File: src/rtl/serial_front_pkg.sv
package serial_front_pkg;

  // Byte offsets of the word registers.
  localparam logic [7:0] OFF_STATUS = 8'h00;
  localparam logic [7:0] OFF_DATA   = 8'h04;
  localparam logic [7:0] OFF_BAUD   = 8'h08;
  localparam logic [7:0] OFF_CTRL1  = 8'h0C;
  localparam logic [7:0] OFF_CTRL2  = 8'h10;
  localparam logic [7:0] OFF_CTRL3  = 8'h14;
  localparam logic [7:0] OFF_GUARD  = 8'h18;

  // Status flag positions.
  localparam int BIT_TXE  = 7;
  localparam int BIT_TC   = 6;
  localparam int BIT_RXNE = 5;

  // Control-one bit positions.
  localparam int BIT_EN   = 13;
  localparam int BIT_RXIE = 5;
  localparam int BIT_TXEN = 3;

  localparam logic [31:0] STATUS_RST  = 32'h00C0_0000;
  localparam logic [31:0] REPLACE_MAX = 32'h0000_03FF;
  localparam logic [31:0] TX_LIMIT    = 32'h0000_F000;

  typedef enum logic [2:0] {
    SEL_STATUS, SEL_DATA, SEL_BAUD, SEL_CTRL1,
    SEL_CTRL2, SEL_CTRL3, SEL_GUARD, SEL_NONE
  } regSel_e;

  typedef struct packed {
    logic    rd;
    logic    wr;
    logic    bad;
    regSel_e sel;
  } busStrobe_t;

endpackage

File: src/rtl/serial_front_ctrl.sv
module serial_front_ctrl
  import serial_front_pkg::*;
#(
  parameter int ADDR_W = 8
) (
  input  logic              busSel,
  input  logic              busWrite,
  input  logic [ADDR_W-1:0] busAddr,
  output busStrobe_t        strobe
);

  regSel_e sel;

  always_comb begin
    sel = SEL_NONE;
    if      (busAddr == ADDR_W'(OFF_STATUS)) sel = SEL_STATUS;
    else if (busAddr == ADDR_W'(OFF_DATA))   sel = SEL_DATA;
    else if (busAddr == ADDR_W'(OFF_BAUD))   sel = SEL_BAUD;
    else if (busAddr == ADDR_W'(OFF_CTRL1))  sel = SEL_CTRL1;
    else if (busAddr == ADDR_W'(OFF_CTRL2))  sel = SEL_CTRL2;
    else if (busAddr == ADDR_W'(OFF_CTRL3))  sel = SEL_CTRL3;
    else if (busAddr == ADDR_W'(OFF_GUARD))  sel = SEL_GUARD;
  end

  always_comb begin
    strobe.rd  = busSel & ~busWrite;
    strobe.wr  = busSel & busWrite;
    strobe.bad = busSel & (sel == SEL_NONE);
    strobe.sel = sel;
  end

endmodule

File: src/rtl/serial_front_dp.sv
module serial_front_dp
  import serial_front_pkg::*;
#(
  parameter int DATA_W    = 32,
  parameter int BYTE_W    = 8,
  parameter int RD_KEEP_W = 10
) (
  input  logic              clk,
  input  logic              rstN,
  input  busStrobe_t        strobe,
  input  logic [DATA_W-1:0] busWdata,
  input  logic              rxValid,
  input  logic [BYTE_W-1:0] rxByte,
  output logic [DATA_W-1:0] busRdata,
  output logic              txValid,
  output logic [BYTE_W-1:0] txByte,
  output logic              rxReady,
  output logic              irq,
  output logic              busErr
);

  localparam int CFG_N = 4;  // baud, ctrl2, ctrl3, guard
  localparam logic [DATA_W-1:0] LOW_HALF =
    {{(DATA_W - DATA_W/2){1'b0}}, {(DATA_W/2){1'b1}}};

  logic [DATA_W-1:0]    statusReg, statusNext, ctrl1Reg;
  logic [RD_KEEP_W-1:0] dataReg;
  logic [DATA_W-1:0]    cfgView [CFG_N];
  logic [CFG_N-1:0]     cfgWe;
  logic                 rxTake, txTake, stRead, stWrite, dtRead;

  assign rxReady = ctrl1Reg[BIT_EN] & ctrl1Reg[BIT_TXEN];
  assign rxTake  = rxValid & rxReady;
  assign stRead  = strobe.rd & (strobe.sel == SEL_STATUS);
  assign stWrite = strobe.wr & (strobe.sel == SEL_STATUS);
  assign dtRead  = strobe.rd & (strobe.sel == SEL_DATA);
  assign txTake  = strobe.wr & (strobe.sel == SEL_DATA) &
                   (busWdata < DATA_W'(TX_LIMIT));

  assign cfgWe = {strobe.wr & (strobe.sel == SEL_GUARD),
                  strobe.wr & (strobe.sel == SEL_CTRL3),
                  strobe.wr & (strobe.sel == SEL_CTRL2),
                  strobe.wr & (strobe.sel == SEL_BAUD)};

  // Storage-only words share one register template.
  for (genvar g = 0; g < CFG_N; g++) begin : g_cfg
    logic [DATA_W-1:0] q;
    always_ff @(posedge clk) begin
      if (!rstN)         q <= '0;
      else if (cfgWe[g]) q <= busWdata;
    end
    assign cfgView[g] = q;
  end

  // Status flag side effects; a bus access and a receive may coincide.
  always_comb begin
    statusNext = statusReg;
    if (stRead) begin
      statusNext         = statusNext & LOW_HALF;
      statusNext[BIT_TC] = 1'b0;
    end
    if (dtRead) statusNext[BIT_TXE] = 1'b1;
    if (stWrite) begin
      if (busWdata <= DATA_W'(REPLACE_MAX)) statusNext = busWdata;
      else                                 statusNext = statusReg & busWdata;
    end
    if (txTake) statusNext[BIT_TC]   = 1'b1;
    if (rxTake) statusNext[BIT_RXNE] = 1'b1;
  end

  always_ff @(posedge clk) begin
    if (!rstN) begin
      statusReg <= DATA_W'(STATUS_RST);
      dataReg   <= '0;
      ctrl1Reg  <= '0;
      irq       <= 1'b0;
      txValid   <= 1'b0;
      txByte    <= '0;
      busErr    <= 1'b0;
    end else begin
      statusReg <= statusNext;
      if (rxTake) dataReg <= RD_KEEP_W'(rxByte);
      if (strobe.wr && strobe.sel == SEL_CTRL1) ctrl1Reg <= busWdata;
      if (rxTake && ctrl1Reg[BIT_RXIE]) irq <= 1'b1;
      txValid <= txTake;
      if (txTake) txByte <= busWdata[BYTE_W-1:0];
      busErr  <= strobe.bad;
    end
  end

  always_comb begin
    busRdata = '0;
    if (strobe.rd) begin
      case (strobe.sel)
        SEL_STATUS: busRdata = statusReg;
        SEL_DATA:   busRdata = DATA_W'(dataReg);
        SEL_BAUD:   busRdata = cfgView[0];
        SEL_CTRL1:  busRdata = ctrl1Reg;
        SEL_CTRL2:  busRdata = cfgView[1];
        SEL_CTRL3:  busRdata = cfgView[2];
        SEL_GUARD:  busRdata = cfgView[3];
        default:    busRdata = '0;
      endcase
    end
  end

endmodule

File: src/rtl/serial_front.sv
module serial_front
  import serial_front_pkg::*;
#(
  parameter int ADDR_W    = 8,
  parameter int DATA_W    = 32,
  parameter int BYTE_W    = 8,
  parameter int RD_KEEP_W = 10
) (
  input  logic              clk,
  input  logic              rstN,
  input  logic              busSel,
  input  logic              busWrite,
  input  logic [ADDR_W-1:0] busAddr,
  input  logic [DATA_W-1:0] busWdata,
  output logic [DATA_W-1:0] busRdata,
  output logic              busErr,
  output logic              txValid,
  output logic [BYTE_W-1:0] txByte,
  input  logic              rxValid,
  input  logic [BYTE_W-1:0] rxByte,
  output logic              rxReady,
  output logic              irq
);

  busStrobe_t strobe;

  serial_front_ctrl #(.ADDR_W(ADDR_W)) u_ctrl (
    .busSel   (busSel),
    .busWrite (busWrite),
    .busAddr  (busAddr),
    .strobe   (strobe)
  );

  serial_front_dp #(
    .DATA_W    (DATA_W),
    .BYTE_W    (BYTE_W),
    .RD_KEEP_W (RD_KEEP_W)
  ) u_dp (
    .clk      (clk),
    .rstN     (rstN),
    .strobe   (strobe),
    .busWdata (busWdata),
    .rxValid  (rxValid),
    .rxByte   (rxByte),
    .busRdata (busRdata),
    .txValid  (txValid),
    .txByte   (txByte),
    .rxReady  (rxReady),
    .irq      (irq),
    .busErr   (busErr)
  );

endmodule

File: config.mk
export PLATFORM = sky130hd
export DESIGN_NAME = serial_front
export DESIGN_NICKNAME = d
export VERILOG_FILES = /design/src/rtl/serial_front_pkg.sv /design/src/rtl/serial_front_ctrl.sv /design/src/rtl/serial_front_dp.sv /design/src/rtl/serial_front.sv
export SDC_FILE = /design/constraint.sdc
export NUM_CORES = 1
export LEC_CHECK = 0
export ABC_AREA = 0
export BUFFER_PORTS_ARGS = -buffer_cell sky130_fd_sc_hd__buf_2
export CAP_MARGIN = 20
export CELL_PAD_IN_SITES_DETAIL_PLACEMENT = 1
export CELL_PAD_IN_SITES_GLOBAL_PLACEMENT = 2
export CORE_UTILIZATION = 36
export DETAILED_ROUTE_END_ITERATION = 10
export PLACE_DENSITY = 0.85
export SKIP_LAST_GASP = 1
export SLEW_MARGIN = 20
export SYNTH_ARGS = -nofsm -noshare
export SYNTH_HDL_FRONTEND = slang
export SYNTH_HIERARCHICAL = 1
export SYNTH_SLANG_ARGS = --single-unit
File: constraint.sdc
create_clock -name clk -period 2.7 [get_ports clk]
set_input_delay 0.54 -clock clk [delete_from_list [all_inputs] [get_ports clk]]
set_output_delay 0.54 -clock clk [all_outputs]
set_load 0.01 [all_outputs]
* Word-level counts from Yosys, hierarchy flattened *
Index checks and enable logic that the tools add are counted.

operators by class
  reductions and logical operators = 8
  order comparisons = 2
  mux-type cells = 15
  eq/ne operators = 13
  bitwise gates (word level) = 16

operators by type and width
  kind                    count
  $pmux W32 S7            1
  $mux W32                4
  $and A32 B32 Y32        1
  $le A32 B10 Y1 const B  1
  $lt A32 B16 Y1 const B  1
  $eq A8 B5 Y1 const B    3
  $mux W3                 6
  $eq A8 B4 Y1 const B    2
  $and A1 B1 Y1           14
  $eq A3 B3 Y1 const B    4
  $eq A8 B3 Y1 const B    1
  $logic_not A8 Y1        1
  $eq A3 B2 Y1 const B    2
  $reduce_bool A2 Y1      3
  $mux W1                 4
  $eq A3 B1 Y1 const B    1
  $logic_not A3 Y1        1
  $reduce_bool A3 Y1      1
  $logic_and A1 B1 Y1     2
  $not A1 Y1              1

storage, ports and cells
  output and inout port bits = 44
  logic and storage cells = 69
  flip-flop bits (word level) = 211

* Depth between registers and ports, before layout *
  depth in word-level cells = 14
  gate-level depth with buffers = 9
  mapped depth without buffers = 6

* Modules after synthesis *
Netlist, hierarchy kept.

by module, submodules not included
  module             seq. area each (µm²)  area an instance (µm²)  instances  cells an instance
  serial_front_dp    4224.1                9744.3                  1          1154
  serial_front_ctrl  0.0                   61.3                    1          10

* Worst setup path after synthesis *
No wires, ideal clock.

  kind = in2out
  start point = in busAddr[7]
  end point = out busRdata[28]
  arrival time = 2133 ps
  stages = 9
  path buffers = 3
  setup slack = 27 ps
  cell sequence = nor3_2 nand3b_1 buf_2 and2_1 buf_2 nand2_1 nand2_1 buf_2 a211oi_1

RTL lines
  item         line                RTL
  from (decl)  serial_front.sv:13  input logic [ADDR_W-1:0] busAddr,
  to (decl)    serial_front.sv:15  output logic [DATA_W-1:0] busRdata,

==> results.cfg <==
[floorplanning]
start_util = 0.3659
rows = 60
dieArea_um2 = 27900
die_h_um = 167.0
ios = 97
die_w_um = 167.0
core_um2 = 26800

[global_route]
grt_usage = 0.2627
grt_max_degree = 82
grt_pass1_vias = 9793
grt_first_pass_wirelength_um = 57020
grt.overflow.total = 0
antenna_found_initial = 0

[clock_tree]
cts_root_buf = clkbuf_16
cts_max_path_buffers = 3
cts_buffers = 26
h-tree-depth = 1
path_clk_slew_ns = 0.06
cts.sinks = 211
cts_tree = yes
postCtsHoldBufs = 0
clock_latency_ns = 0.53

[power_and_ir_drop]
leakage_nw = 4.944
power_density_nw_per_um2 = 538.9
ir_worst_vdd_mv = 0.3543

[synthesis]
yosys_most_used_dff = dfxtp_1
ys_warn_count = 6
synth_compound_area_frac = 0.2622
synthArstFlopShare = 0
syn_avg_cell_area_um2 = 8.424
synth_top_family_by_area = compound AO/OA/AOI/OAI gates
synth_seq_cells = 211
yosysSeqAreaShare = 0.4308
synthTopCellsByArea = dfxtp_1, nand2_1, a21boi_0
synth.top_cell.area_share = 0.4308
syn_inst = 1164
netlist.top_cell.by_area = dfxtp_1
synth-adder-area-share = 0
ys_types = 52
synth_nets = 1217
netlist_area_um2 = 9806
synth-edff-count = 0
synthSimpleGateAreaFrac = 0.1988
muxShareOfSynthArea = 0.05946
synth-xor-area-share = 0

[drt]
first_pass_iters = 7
drt_first_iter_violations = 670
vias = 9260
avgRoutedWirePerCell_um = 22.25
drc = 0
viasPerCell = 5.572
ant_nets = 0
wirelength_um = 36980

[finish]
layoutNonFillerInstCount = 1662
final_core_util = 0.4824
n_antenna_cell = 0
area_growth_pct = 31.85
nets = 1356
drive_above_1_share = 0.2816
fill_cells = 3101

[timing]
timing.slew.headroom = 0.6060
finalMaxSlewViolations = 0
fmax_mhz = 344.4
hold_viol = 0
setup_ws_ns = -0.2038
rsz0062_at_grt = true
fin_tns_setup_ns = -4.032
tightest_slew_ns = 0.5910
final-setup-viol-count = 32
finalCritPeriodShare = 1.075
clock-skew-final_ns = 0.006833
period_minus_slack_ns = 2.904

[run_status]
outcome = finished, violations left
violations = negative setup slack

[setup_path]
required_ns = 2.16
cp-start-kind = primary input
cpMaxStageDelayCell = nor3_4
path_cells = buf_6 > nor3_4 > nand3b_1 > buf_6 > buf_4 > mux2_2 > a221oi_2 > a21oi_1 > o21a_1 > buf_2
worstSetupPathType = in -> out
path_common_cell = buf_6
critPathCaptureType = primary output
arrival_ns = 2.36
cp_max_fo = 7
crit_path_max_incr_delay_ns = 0.28

[placement]
place.gp.congestion = 0.8031
hpwl_um = 22740
dp_cells = 1591
io_buffers = 96

[run]
drv_cap = 0

[min_path]
min_path_type = in -> reg
==> report_power, final <==
group | total, mW | switching [mW] | leakage, nW | internal, mW
clock | 3.55 | 1.39 | 0.426 | 2.16
combinational | 0.301 | 0.185 | 2.82 | 0.116
sequential | 3.12 | 0.00225 | 1.70 | 3.12
==> sequential cells by signal (all words and copies together) (netlist names) <==
signal	cells
u_dp/busErr	1
u_dp/ctrl1Reg	32
u_dp/dataReg	8
u_dp/g_cfg.q	128
u_dp/irq	1
u_dp/statusReg	32
u_dp/txByte	8
u_dp/txValid	1
==> cell families (layout without fill, tap and decap cells) <==
| kind of cell | count (synthesis) | after routing |
|---|---|---|
| AND/OR/NAND/NOR | 457 | 457 |
| AO/OA/AOI/OAI | 335 | 335 |
| flip-flops | 211 | 211 |
| buffers and inverters | 109 | 266 |
| multiplexers | 52 | 52 |
==> critical path: cells and delay by family <==
family	cells	cell delay [ns]
compound gates	3	0.58
buf+inv	4	0.54
simple gates	2	0.42
mux	1	0.27
==> cell type report <==
type	count	area, um2	area share
clock buffers	38	767.0	0.05932
clock inverters	8	102.6	0.007936
inverters	5	18.77	0.001452
multi-input cells	844	5545	0.4289
flip-flops and latches	211	4224	0.3267
well taps	341	426.7	0.03300
repair buffers	215	1844	0.1427
==> layout by cell type, fill, tap and decap left out, types with 12 or more instances in the layout <==
| cell | synthesis | final |
|---|---|---|
| mux2_2 | 20 | 19 |
| buf_12 | 0 | 26 |
| a221oi_2 | 0 | 12 |
| a21boi_1 | 22 | 22 |
| a21oi_1 | 30 | 21 |
| a22o_1 | 15 | 15 |
| nor2_1 | 32 | 29 |
| nand2_1 | 366 | 360 |
| a22oi_2 | 0 | 26 |
| buf_4 | 5 | 68 |
| buf_2 | 34 | 93 |
| o211a_1 | 14 | 14 |
| mux2i_1 | 29 | 29 |
| and2_1 | 15 | 13 |
| a21boi_0 | 147 | 147 |
| dfxtp_1 | 211 | 211 |
| buf_6 | 1 | 22 |
| nand3_1 | 13 | 13 |
| clkbuf_16 | 0 | 28 |
==> cells in the mapped netlist (all sizes together), types with 2 or more instances <==
cell,n
a211oi,16
a21boi,169
a21oi,30
a221oi,15
a22o,15
a22oi,33
and2,15
and3,4
buf,45
clkbuf,59
dfxtp,211
inv,5
mux2,20
mux2i,29
mux4,3
nand2,366
nand2b,2
nand3,13
nand3b,3
nand4,2
nor2,34
nor2b,7
nor3,3
nor4,6
o211a,14
o21a,9
o21ai,4
o221a,14
o221ai,5
o2bb2ai,4
==> metrics by stage <==
step | cell area [um2] | worst slack [ns] | total power [mW] | hold slack (ns)
2_1_floorplan | 9806 | 0.02699 | 3.304 | 0.4316
3_3_place_gp | 11230 | -0.3093 | 3.460 | 0.4385
3_5_place_dp | 11230 | -0.3288 | 3.460 | 0.4491
4_1_cts | 12680 | -0.1485 | 7.002 | 0.2417
5_1_grt | 12930 | -0.2941 | 7.176 | 0.2767
6_report | 12930 | -0.2038 | 6.967 | 0.2544
==> path summary, 6_finish.rpt <==
check / cells after the start / startpoint / endpoint / slack (ns)
worst min-delay path: 3 / rxByte[5] / u_dp/dataReg[5] / 0.25
worst max register to register: 4 / u_dp/ctrl1Reg[13] / u_dp/statusReg[5] / 1.32
worst max-delay path: 10 / busAddr[6] / busRdata[3] / -0.20
worst min register to register: 2 / u_dp/ctrl1Reg[15] / u_dp/ctrl1Reg[15] / 0.46
==> per-layer routing <==
| layer | track usage | part of all wire |
|---|---|---|
| met1 | 0.3362 | 0.45 |
| met2 | 0.4510 | 0.48 |
| met3 | 0.03992 | 0.047 |
| met4 | 0.08414 | 0.026 |
| met5 | 0 | 0 |
==> timing repair <==
item / CTS / global route
buffers inserted: 16 / 8
gates cloned: 1 / 1
resized for setup: 100 / 35
pin swaps: 44 / 50
setup endpoints to repair: 32 / 32
No activity file was read; power rests on OpenSTA's default activity.
